`config.mk`:
```
export PLATFORM = sky130hd
export DESIGN_NAME = page_beat_timer
export DESIGN_NICKNAME = d
export VERILOG_FILES = /design/src/rtl/pbt_pkg.sv /design/src/rtl/pbt_wait_sync.sv /design/src/rtl/pbt_cfg_check.sv /design/src/rtl/pbt_clk_div.sv /design/src/rtl/pbt_beat_ctrl.sv /design/src/rtl/page_beat_timer.sv
export SDC_FILE = /design/constraint.sdc
export NUM_CORES = 1
export LEC_CHECK = 0
export ABC_AREA = 1
export CAP_MARGIN = 20
export CELL_PAD_IN_SITES_DETAIL_PLACEMENT = 0
export CELL_PAD_IN_SITES_GLOBAL_PLACEMENT = 1
export CORE_ASPECT_RATIO = 0.5
export CORE_MARGIN = 2
export CORE_UTILIZATION = 40
export DETAILED_ROUTE_END_ITERATION = 10
export DONT_BUFFER_PORTS = 1
export PLACE_DENSITY = 0.79
export SLEW_MARGIN = 15
export SYNTH_ARGS = -nofsm -noshare
export SYNTH_HDL_FRONTEND = slang
export SYNTH_SLANG_ARGS = --single-unit
```
`constraint.sdc`:
```
create_clock -name clk -period 6.3 [get_ports clk]
set_input_delay 1.26 -clock clk [delete_from_list [all_inputs] [get_ports clk]]
set_output_delay 1.26 -clock clk [all_outputs]
set_load 0.01 [all_outputs]
```
`src/rtl/pbt_pkg.sv`:
```
package pbt_pkg;

  localparam int DIV_W = 2;

  typedef enum logic {
    PBT_IDLE = 1'b0,
    PBT_RUN  = 1'b1
  } pbt_state_e;

  // External clock period in functional cycles for a divider setting
  function automatic logic [DIV_W:0] pbt_period(input logic [DIV_W-1:0] div);
    return {1'b0, div} + (DIV_W+1)'(1);
  endfunction

  // Next phase of the external clock divider
  function automatic logic [DIV_W-1:0] pbt_phase_next(input logic [DIV_W-1:0] ph,
                                                     input logic [DIV_W-1:0] div);
    return (ph == div) ? '0 : ph + DIV_W'(1);
  endfunction

endpackage

```
`src/rtl/pbt_wait_sync.sv`:
```
module pbt_wait_sync #(
  parameter int STAGES = 2
) (
  input  logic clk,
  input  logic rst_n,
  input  logic din,
  output logic dout
);

  logic [STAGES-1:0] chain;

  generate
    if (STAGES == 1) begin : g_single
      always_ff @(posedge clk or negedge rst_n) begin
        if (!rst_n) chain <= '1;
        else        chain <= din;
      end
    end else begin : g_multi
      always_ff @(posedge clk or negedge rst_n) begin
        if (!rst_n) chain <= '1;
        else        chain <= {chain[STAGES-2:0], din};
      end
    end
  endgenerate

  assign dout = chain[STAGES-1];

endmodule

```
`src/rtl/pbt_cfg_check.sv`:
```
module pbt_cfg_check
  import pbt_pkg::*;
#(
  parameter int ACC_W  = 8,
  parameter int BEAT_W = 5
) (
  input  logic [ACC_W-1:0]  acc_i,
  input  logic [BEAT_W-1:0] beats_i,
  input  logic [DIV_W-1:0]  div_i,
  output logic              cfg_ok
);

  logic [ACC_W-1:0] period;
  logic [ACC_W-1:0] remainder;

  assign period    = ACC_W'(pbt_period(div_i));
  assign remainder = acc_i % period;
  assign cfg_ok    = (acc_i != '0) && (beats_i != '0) && (remainder == '0);

endmodule

```
`src/rtl/pbt_clk_div.sv`:
```
module pbt_clk_div
  import pbt_pkg::*;
(
  input  logic             clk,
  input  logic             rst_n,
  input  logic             run,
  input  logic [DIV_W-1:0] div_q,
  output logic             tick
);

  logic [DIV_W-1:0] phase;

  always_ff @(posedge clk or negedge rst_n) begin
    if (!rst_n)    phase <= '0;
    else if (!run) phase <= '0;
    else           phase <= pbt_phase_next(phase, div_q);
  end

  assign tick = run && (phase == '0);

endmodule

```
`src/rtl/pbt_beat_ctrl.sv`:
```
module pbt_beat_ctrl
  import pbt_pkg::*;
#(
  parameter int ACC_W  = 8,
  parameter int BEAT_W = 5
) (
  input  logic              clk,
  input  logic              rst_n,
  input  logic              start,
  input  logic              cfg_ok,
  input  logic [ACC_W-1:0]  acc_i,
  input  logic [BEAT_W-1:0] beats_i,
  input  logic [DIV_W-1:0]  div_i,
  input  logic              wait_ok,
  output logic              busy,
  output logic              beat_done,
  output logic              last_beat,
  output logic              cfg_err,
  output logic [DIV_W-1:0]  div_q,
  output logic              timer_zero,
  output logic [BEAT_W-1:0] beat_idx
);

  pbt_state_e        state;
  logic [ACC_W-1:0]  timer;
  logic [ACC_W-1:0]  acc_q;
  logic [BEAT_W-1:0] beats_q;
  logic              final_beat;

  assign busy       = (state == PBT_RUN);
  assign timer_zero = (timer == '0);
  assign final_beat = (beat_idx == beats_q - BEAT_W'(1));
  assign beat_done  = busy && timer_zero && wait_ok;
  assign last_beat  = beat_done && final_beat;

  always_ff @(posedge clk or negedge rst_n) begin
    if (!rst_n) begin
      state    <= PBT_IDLE;
      timer    <= '0;
      acc_q    <= '0;
      beats_q  <= '0;
      div_q    <= '0;
      beat_idx <= '0;
      cfg_err  <= 1'b0;
    end else begin
      case (state)
        PBT_IDLE: begin
          if (start) begin
            if (cfg_ok) begin
              state    <= PBT_RUN;
              timer    <= acc_i - ACC_W'(1);
              acc_q    <= acc_i;
              beats_q  <= beats_i;
              div_q    <= div_i;
              beat_idx <= '0;
              cfg_err  <= 1'b0;
            end else begin
              cfg_err  <= 1'b1;
            end
          end
        end
        PBT_RUN: begin
          if (beat_done) begin
            if (final_beat) begin
              state <= PBT_IDLE;
            end else begin
              timer    <= acc_q - ACC_W'(1);
              beat_idx <= beat_idx + BEAT_W'(1);
            end
          end else if (!timer_zero) begin
            timer <= timer - ACC_W'(1);
          end
        end
        default: state <= PBT_IDLE;
      endcase
    end
  end

endmodule

```
`src/rtl/page_beat_timer.sv`:
```
module page_beat_timer
  import pbt_pkg::*;
#(
  parameter int ACC_W       = 8,
  parameter int BEAT_W      = 5,
  parameter int SYNC_STAGES = 2
) (
  input  logic              clk,
  input  logic              rst_n,
  input  logic              start_i,
  input  logic [1:0]        div_sel_i,
  input  logic [ACC_W-1:0]  acc_cycles_i,
  input  logic [BEAT_W-1:0] beat_num_i,
  input  logic              wait_n_i,
  output logic              busy_o,
  output logic              ext_clk_en_o,
  output logic              beat_done_o,
  output logic              last_beat_o,
  output logic              cfg_err_o
);

  logic              wait_ok;
  logic              cfg_ok;
  logic              busy;
  logic              beat_done;
  logic              last_beat;
  logic              cfg_err;
  logic              clk_en;
  logic              timer_zero;
  logic [DIV_W-1:0]  div_q;
  logic [BEAT_W-1:0] beat_idx;

  pbt_wait_sync #(.STAGES(SYNC_STAGES)) u_wait_sync (
    .clk   (clk),
    .rst_n (rst_n),
    .din   (wait_n_i),
    .dout  (wait_ok)
  );

  pbt_cfg_check #(.ACC_W(ACC_W), .BEAT_W(BEAT_W)) u_cfg_check (
    .acc_i   (acc_cycles_i),
    .beats_i (beat_num_i),
    .div_i   (div_sel_i),
    .cfg_ok  (cfg_ok)
  );

  pbt_beat_ctrl #(.ACC_W(ACC_W), .BEAT_W(BEAT_W)) u_beat_ctrl (
    .clk        (clk),
    .rst_n      (rst_n),
    .start      (start_i),
    .cfg_ok     (cfg_ok),
    .acc_i      (acc_cycles_i),
    .beats_i    (beat_num_i),
    .div_i      (div_sel_i),
    .wait_ok    (wait_ok),
    .busy       (busy),
    .beat_done  (beat_done),
    .last_beat  (last_beat),
    .cfg_err    (cfg_err),
    .div_q      (div_q),
    .timer_zero (timer_zero),
    .beat_idx   (beat_idx)
  );

  pbt_clk_div u_clk_div (
    .clk   (clk),
    .rst_n (rst_n),
    .run   (busy),
    .div_q (div_q),
    .tick  (clk_en)
  );

  assign busy_o       = busy;
  assign ext_clk_en_o = clk_en;
  assign beat_done_o  = beat_done;
  assign last_beat_o  = last_beat;
  assign cfg_err_o    = cfg_err;

endmodule

```
## Yosys cells after proc, flatten, opt, wreduce, memory -nomap -nowiden

Cells that the tools add are included.

- Add/sub/neg operators: 7
- Div/mod/pow operators: 1
- Eq/ne operators: 8
- Muxes and demuxes: 19
- Bitwise gates (word level): 1
- Reductions and logical operators: 15

Operators by type and width:

| kind | number |
|---|---|
| $mux W8 | 5 |
| $sub A8 B1 Y8 const B | 3 |
| $mux W5 | 4 |
| $logic_not A8 Y1 | 2 |
| $pmux W8 S2 | 1 |
| $pmux W5 S2 | 1 |
| $mod A8 B3 Y8 | 1 |
| $reduce_and A4 Y1 | 2 |
| $reduce_bool A8 Y1 | 1 |
| $logic_and A1 B1 Y1 | 6 |
| $ne A2 B2 Y1 const B | 3 |
| $add A5 B1 Y5 const B | 1 |
| $eq A5 B5 Y1 | 1 |
| $mux W1 | 5 |
| $reduce_bool A5 Y1 | 1 |
| $sub A5 B1 Y5 const B | 1 |
| $mux W2 | 2 |
| $add A2 B1 Y3 const B | 1 |
| $ne A3 B2 Y1 const B | 1 |
| $ne A3 B3 Y1 const B | 1 |
| $reduce_and A3 Y1 | 1 |
| $add A2 B1 Y2 const B | 1 |
| $eq A2 B2 Y1 | 1 |
| $logic_not A2 Y1 | 1 |
| other kinds (4) | 4 |

- Register bits after elaboration: 34
- Bits of input ports: 19
- Word-level logic and storage cells: 60

## Longest topological paths before layout

- Depth after elaboration: 7
- Depth in mapped cells: 75
- Gate-level depth less buffers: 75

## Modules after synthesis

Synthesis repeated with hierarchy kept, for this count alone.

- Cell total of the unflattened synthesis: 519
- Area total of the unflattened synthesis: 3530.9 µm²

By module, submodules not included:

| module | instances | cells an instance | area each (µm²) |
|---|---|---|---|
| pbt_beat_ctrl | 1 | 249 | 1820.5 |
| pbt_cfg_check | 1 | 249 | 1527.7 |
| pbt_clk_div | 1 | 19 | 130.1 |
| pbt_wait_sync | 1 | 2 | 52.6 |

## Worst setup path after synthesis

OpenSTA, ideal clock, no wires.

- Path kind: input to register
- From: input port div_sel_i[0]
- To: register u_beat_ctrl.timer[2]
- Setup time: 0.119 ns
- Data arrival time: 9.637 ns
- Data required time: 6.181 ns
- Path slack: -3.455 ns
- Cell stages on the path: 70
- Path buffers: 0
- Path through: inv_1 -> ha_1 -> inv_1 -> nand2_1 -> nand2_1 -> nand2_1 -> nand2_1 -> inv_1 -> ha_1 -> o21ai_1 -> nand2_1 -> nand2_1 -> o21ai_1 -> ha_1 -> inv_1 -> o21bai_2 -> nand2_1 -> nand2_1 -> (+34 left out) -> nand3_1 -> nor2_2 -> nand3_1 -> nand2_1 -> inv_1 -> ha_1 -> xor2_1 -> nand3_1 -> nor2_1 -> nand2_1 -> nor2_1 -> nand4_1 -> nand2_2 -> nand2_1 -> nand2_2 -> nand2_4 -> nand2_1 -> nand2_1

- Cells in the longest elaborated chain, start to end: 6

RTL lines:

| what | RTL line | source |
|---|---|---|
| start: declaration | page_beat_timer.sv:11 | `input logic [1:0] div_sel_i,` |
| $add A2 B1 Y3 | pbt_pkg.sv:12 | `return {1'b0, div} + (DIV_W+1)'(1);` |
| $mod A8 B3 Y8 | pbt_cfg_check.sv:17 | `assign remainder = acc_i % period;` |
| $logic_not A8 Y1 | pbt_cfg_check.sv:18 | `assign cfg_ok = (acc_i != '0) && (beats_i != '0) && (remainder == '0);` |
| $logic_and A1 B1 Y1 | pbt_cfg_check.sv:18 |  |
| $ne A2 B2 Y1 (no line) | -- |  |
| $reduce_and A4 Y1 (no line) | -- |  |
| end signal: assignment | pbt_beat_ctrl.sv:51 | `timer <= acc_i - ACC_W'(1);` |
| end signal: assignment | pbt_beat_ctrl.sv:67 | `timer <= acc_q - ACC_W'(1);` |
| end signal: assignment | pbt_beat_ctrl.sv:71 | `timer <= timer - ACC_W'(1);` |
| end: declaration | pbt_beat_ctrl.sv:25 | `logic [ACC_W-1:0] timer;` |

No other way between the ends.
A chain may end at the register's enable or synchronous reset.

## Final worst setup path

- From: input port div_sel_i[0]
- To: register u_beat_ctrl.timer[5]

The elaborated chain is that of the path after synthesis.

==> metrics.md <==
| Metric | Value |
|---|---|
| Final net count | 637 |
| Routed wirelength normalized by instance count | 12.7 um |
| Period Utilization, post-route | 139% |
| FILL cells | approximately 700 |
| Global placement routability congestion | between 0.8 and 0.9 |
| Post-Layout Inst Area | around 5000 um^2 |
| Crit path capture type | register |
| Antenna violations before repair | 0 |
| Share of total power in sequential cells | 10.3% |
| Mapped Nets | between 500 and 600 |
| Sum of buffers and inverters on the critical path | 14 |
| Drc violations | 0 |
| Net switching component of the power | about 1300 uW |
| Clock period minus final worst setup slack | between 8 and 9 ns |
| Clk buf depth | 2 |
| Share of synthesized flip-flops with an asynchronous set or reset | between 90% and 100% |
| First-pass GRT wire length | around 14 mm |
| Violations in the final reports | negative setup slack |
| Total number of placement rows | 23 |
| Most frequently used flop master after synthesis | dfrtp_1 |
| YS warnings | 0 |
| CTS root buffer | clkbuf_16 |
| Maximum number of pins on one net before global-route repair | 35 |
| Power density relative to cell area | a little under 600 nW/um^2 |
| DP Area | roughly 4100 um^2 |
| Portion of the post-synthesis area used by sequential elements | approximately a quarter |
| First-iteration detailed-routing DRC count | around 120 |
| Outcome | finished with violations |
| Internal cell power | between 1500 and 2000 uW |
| Router iterations before antenna repair | 4 |
| Pin slew with the least headroom to its limit | 0.967 ns |
| Number of nets still failing antenna checks after routing | 0 |
| Share of the core filled with cells in the final layout | between 60% and 70% |
| RSZ-0062 raised after global routing | yes |
| Chip height | between 60 and 70 um |
| Number of buffers added on ports | 0 |
| Final cell count without fillers | around 700 |
| Total standard cell area after synthesis | 3300 um^2 |
| Peak Freq | 115 MHz |
| Via count | roughly 3.3k |
| Static Leak | about 0.0025 uW |
| Count of clock tree sinks | 34 |
| Pre-CTS worst setup slack | -2.79 ns |
| Most repeated library cell on the critical path | nand2_2 |
| CTS tree | built |
| Hold Violations, Final | 0 |
| Max rail drop VDD | between 0.2 and 0.3 mV |
| I/O pin cnt | 24 |
| Largest incremental delay on the critical path | between 0.3 and 0.4 ns |
| Endpoints failing setup | 30 |
| Worst slew margin relative to its limit | around a third |
| Flop and latch count out of synthesis | 34 |
| Count of flip-flops with a built-in enable after synthesis | 0 |
| DP Wirelength | slightly above 6 mm |
| Number of library cell types mapped by synthesis | between 40 and 50 |
| Worst setup slack after layout | -2.43 ns |
| Average vias per placed instance | between 4 and 5 |
| Switch share | a little under half |
| Critical Setup Path Class | in2reg |
| Average size of a mapped cell | 6.97 um^2 |
| Critical Path Start Type | input port |
| CP Max Fanout | 9 |
| Horiz. Die Dim | ~130 um |
| Required time reported for the critical path endpoint | 6.46 ns |
| Area of the core | about 8000 um^2 |
| Synthesized instance count | ~470 |
| Final worst clock skew | 0.00447 ns |
| Hold buffer count at cts | 0 |
| Gate family responsible for the most delay along the worst path | simple AND/OR/NAND/NOR gates |
| Number of H-tree branching levels | 2 |
| Final antenna diode count | 0 |
| # Max-Cap Violations | 0 |
| Hold slack | around 0.36 ns |
| Cell Count Post-Placement | 650 |
| CTS buffer count | 5 |
| Starting density of the core | between 40% and 50% |
| Critical path data arrival time | between 8 and 9 ns |
| Total routing usage reported by global routing | between 10% and 20% |
| Combinational share of power | approximately four fifths |
| Final max-slew violation count | 0 |
| Congestion Overflow GR | 0 |
| Final wirelength | 8.94 mm |
| Layout-stage area growth over the synthesis result | 50.6% |
| Worst hold path type | reg2reg |
| Area of the die | roughly 9000 um^2 |
| Fraction of layout instances using a drive strength above 1 | a little over two fifths |
| Crit-path slowest cell | fa_2 |
| Clock network fraction of total power | about 8.4% |
| Via count of the first global-routing pass | between 3k and 4k |
| Clock-pin transition on the worst setup and hold timing paths | approximately 0.050 ns |
| Clock network latency to the later pin of the worst-skew pair | 0.28 ns |
final cells by class:
class	count	area, um^2	area share [%]
Multi-Input combinational cell	353	2570	51.8
Inverter	78	322	6.47
Clock buffer	7	143	2.87
Timing Repair inverter	1	16.3	0.327
Clock inverter	1	5.00	0.101
Timing Repair Buffer	116	920	18.5
Tap cell	112	140	2.82
Sequential cell	34	853	17.2
cells in the mapped netlist, types with 5 or more instances:
cell type | instances | area share, %
nand2_4 | 6 | 2.0
clkbuf_1 | 5 | 0.57
nor3_1 | 10 | 1.5
inv_2 | 5 | 0.57
ha_1 | 28 | 11
o21ai_1 | 18 | 2.7
a21oi_1 | 7 | 1.1
nand3_1 | 38 | 5.8
nand2_1 | 111 | 13
nor2_1 | 40 | 4.5
nand2_2 | 6 | 1.1
dfrtp_1 | 32 | 24
xor2_1 | 17 | 4.5
nand4_1 | 12 | 2.3
xnor2_1 | 5 | 1.3
o21ai_0 | 15 | 2.3
inv_1 | 71 | 8.1
placed cells by master (no fill, tap or decap), types with 5 or more instances in the layout:
master,n
ha_1,17
xnor2_1,5
nor3_1,10
nand4_1,12
ha_4,11
o21ai_1,11
nand2_1,73
nor2_1,35
dfrtp_1,32
buf_4,110
nand2_4,13
xor2_1,17
inv_2,18
inv_1,54
nand2_2,36
nand3_2,8
clkbuf_16,5
o21ai_2,9
nor2_4,5
o21ai_0,13
nand3_1,33
per-layer routing:
| metal | wire length, um | track usage (%) |
|---|---|---|
| met1 | 4270 | 24.6 |
| met2 | 4450 | 36.2 |
| met3 | 151 | 2.81 |
| met4 | 75 | 4.30 |
| met5 | 0 | 0 |
stage by stage:
stage          total power (uW)  TNS [ns]
2_1_floorplan              1560    -77.24
3_3_place_gp               2180    -78.82
3_5_place_dp               2190    -82.21
4_1_cts                    2660    -67.37
5_1_grt                    3210    -88.36
6_report                   2930    -70.77
worst register-to-register path: stages, from the launching register on:
cell     delay, ns
dfrtp_1       0.66
inv_1         0.42
nor3_1        0.34
nand3_1       0.29
inv_1         0.30
a211o_1       0.16
o21ai_0       0.15
ha_1          0.26
nand2_1       0.07
nor2_1        0.06
nand3_1       0.12
xor2_1        0.15
nand3_1       0.09
nand2_1       0.11
timing repair:
| item | CTS | global route |
|---|---|---|
| cloned | 0 | 1 |
| setup endpoints to repair | 30 | 30 |
| resized for setup | 19 | 73 |
| pin swaps | 31 | 58 |
| setup buffers | 27 | 16 |
worst paths after layout:
kind / start / end / slack (ns) / cells after the start
setup / recovery: div_sel_i[0] / u_beat_ctrl.timer[5] / -2.43 / 69
hold / removal: u_wait_sync.chain[0] / u_wait_sync.chain[1] / 0.36 / 0
setup reg to reg: u_beat_ctrl.busy / u_beat_ctrl.timer[6] / 3.05 / 13
hold reg to reg: u_wait_sync.chain[0] / u_wait_sync.chain[1] / 0.36 / 0
max in group asynchronous: rst_n / u_wait_sync.chain[0] / 5.46 / 0
min in group asynchronous: rst_n / u_beat_ctrl.busy / 0.67 / 0
logic make-up (layout without fill, tap and decap cells):
| family | count (synthesis) | count (layout) | synth area share [%] |
|---|---|---|---|
| and+or+nand+nor | 245 | 245 | 36.3 |
| buffers and inverters | 87 | 203 | 10.3 |
| AOI/OAI and AO/OA | 57 | 57 | 10.5 |
| DFF | 34 | 34 | 25.8 |
| adders and majority gates | 29 | 29 | 11.2 |
| xor gates and xnor gates | 22 | 22 | 5.84 |
sequential cells by signal, summed over array words and instances, names as in the netlist:
| signal | flops |
|---|---|
| u_beat_ctrl.cfg_err | 1 |
| u_wait_sync.chain | 2 |
| u_beat_ctrl.beat_idx | 5 |
| u_beat_ctrl.acc_q | 8 |
| u_clk_div.phase | 2 |
| u_beat_ctrl.busy | 1 |
| u_beat_ctrl.beats_q | 5 |
| u_beat_ctrl.div_q | 2 |
| u_beat_ctrl.timer | 8 |
power groups by stage:
stage / clock network [uW] / logic [uW] / registers (uW)
global route: 258 / 2650 / 309
floorplan: 0 / 1280 / 285
detailed placement: 0 / 1900 / 297
global placement: 0 / 1880 / 298
CTS: 248 / 2110 / 295
finish: 247 / 2380 / 303
Note: power is estimated with default switching activity, not from simulation.
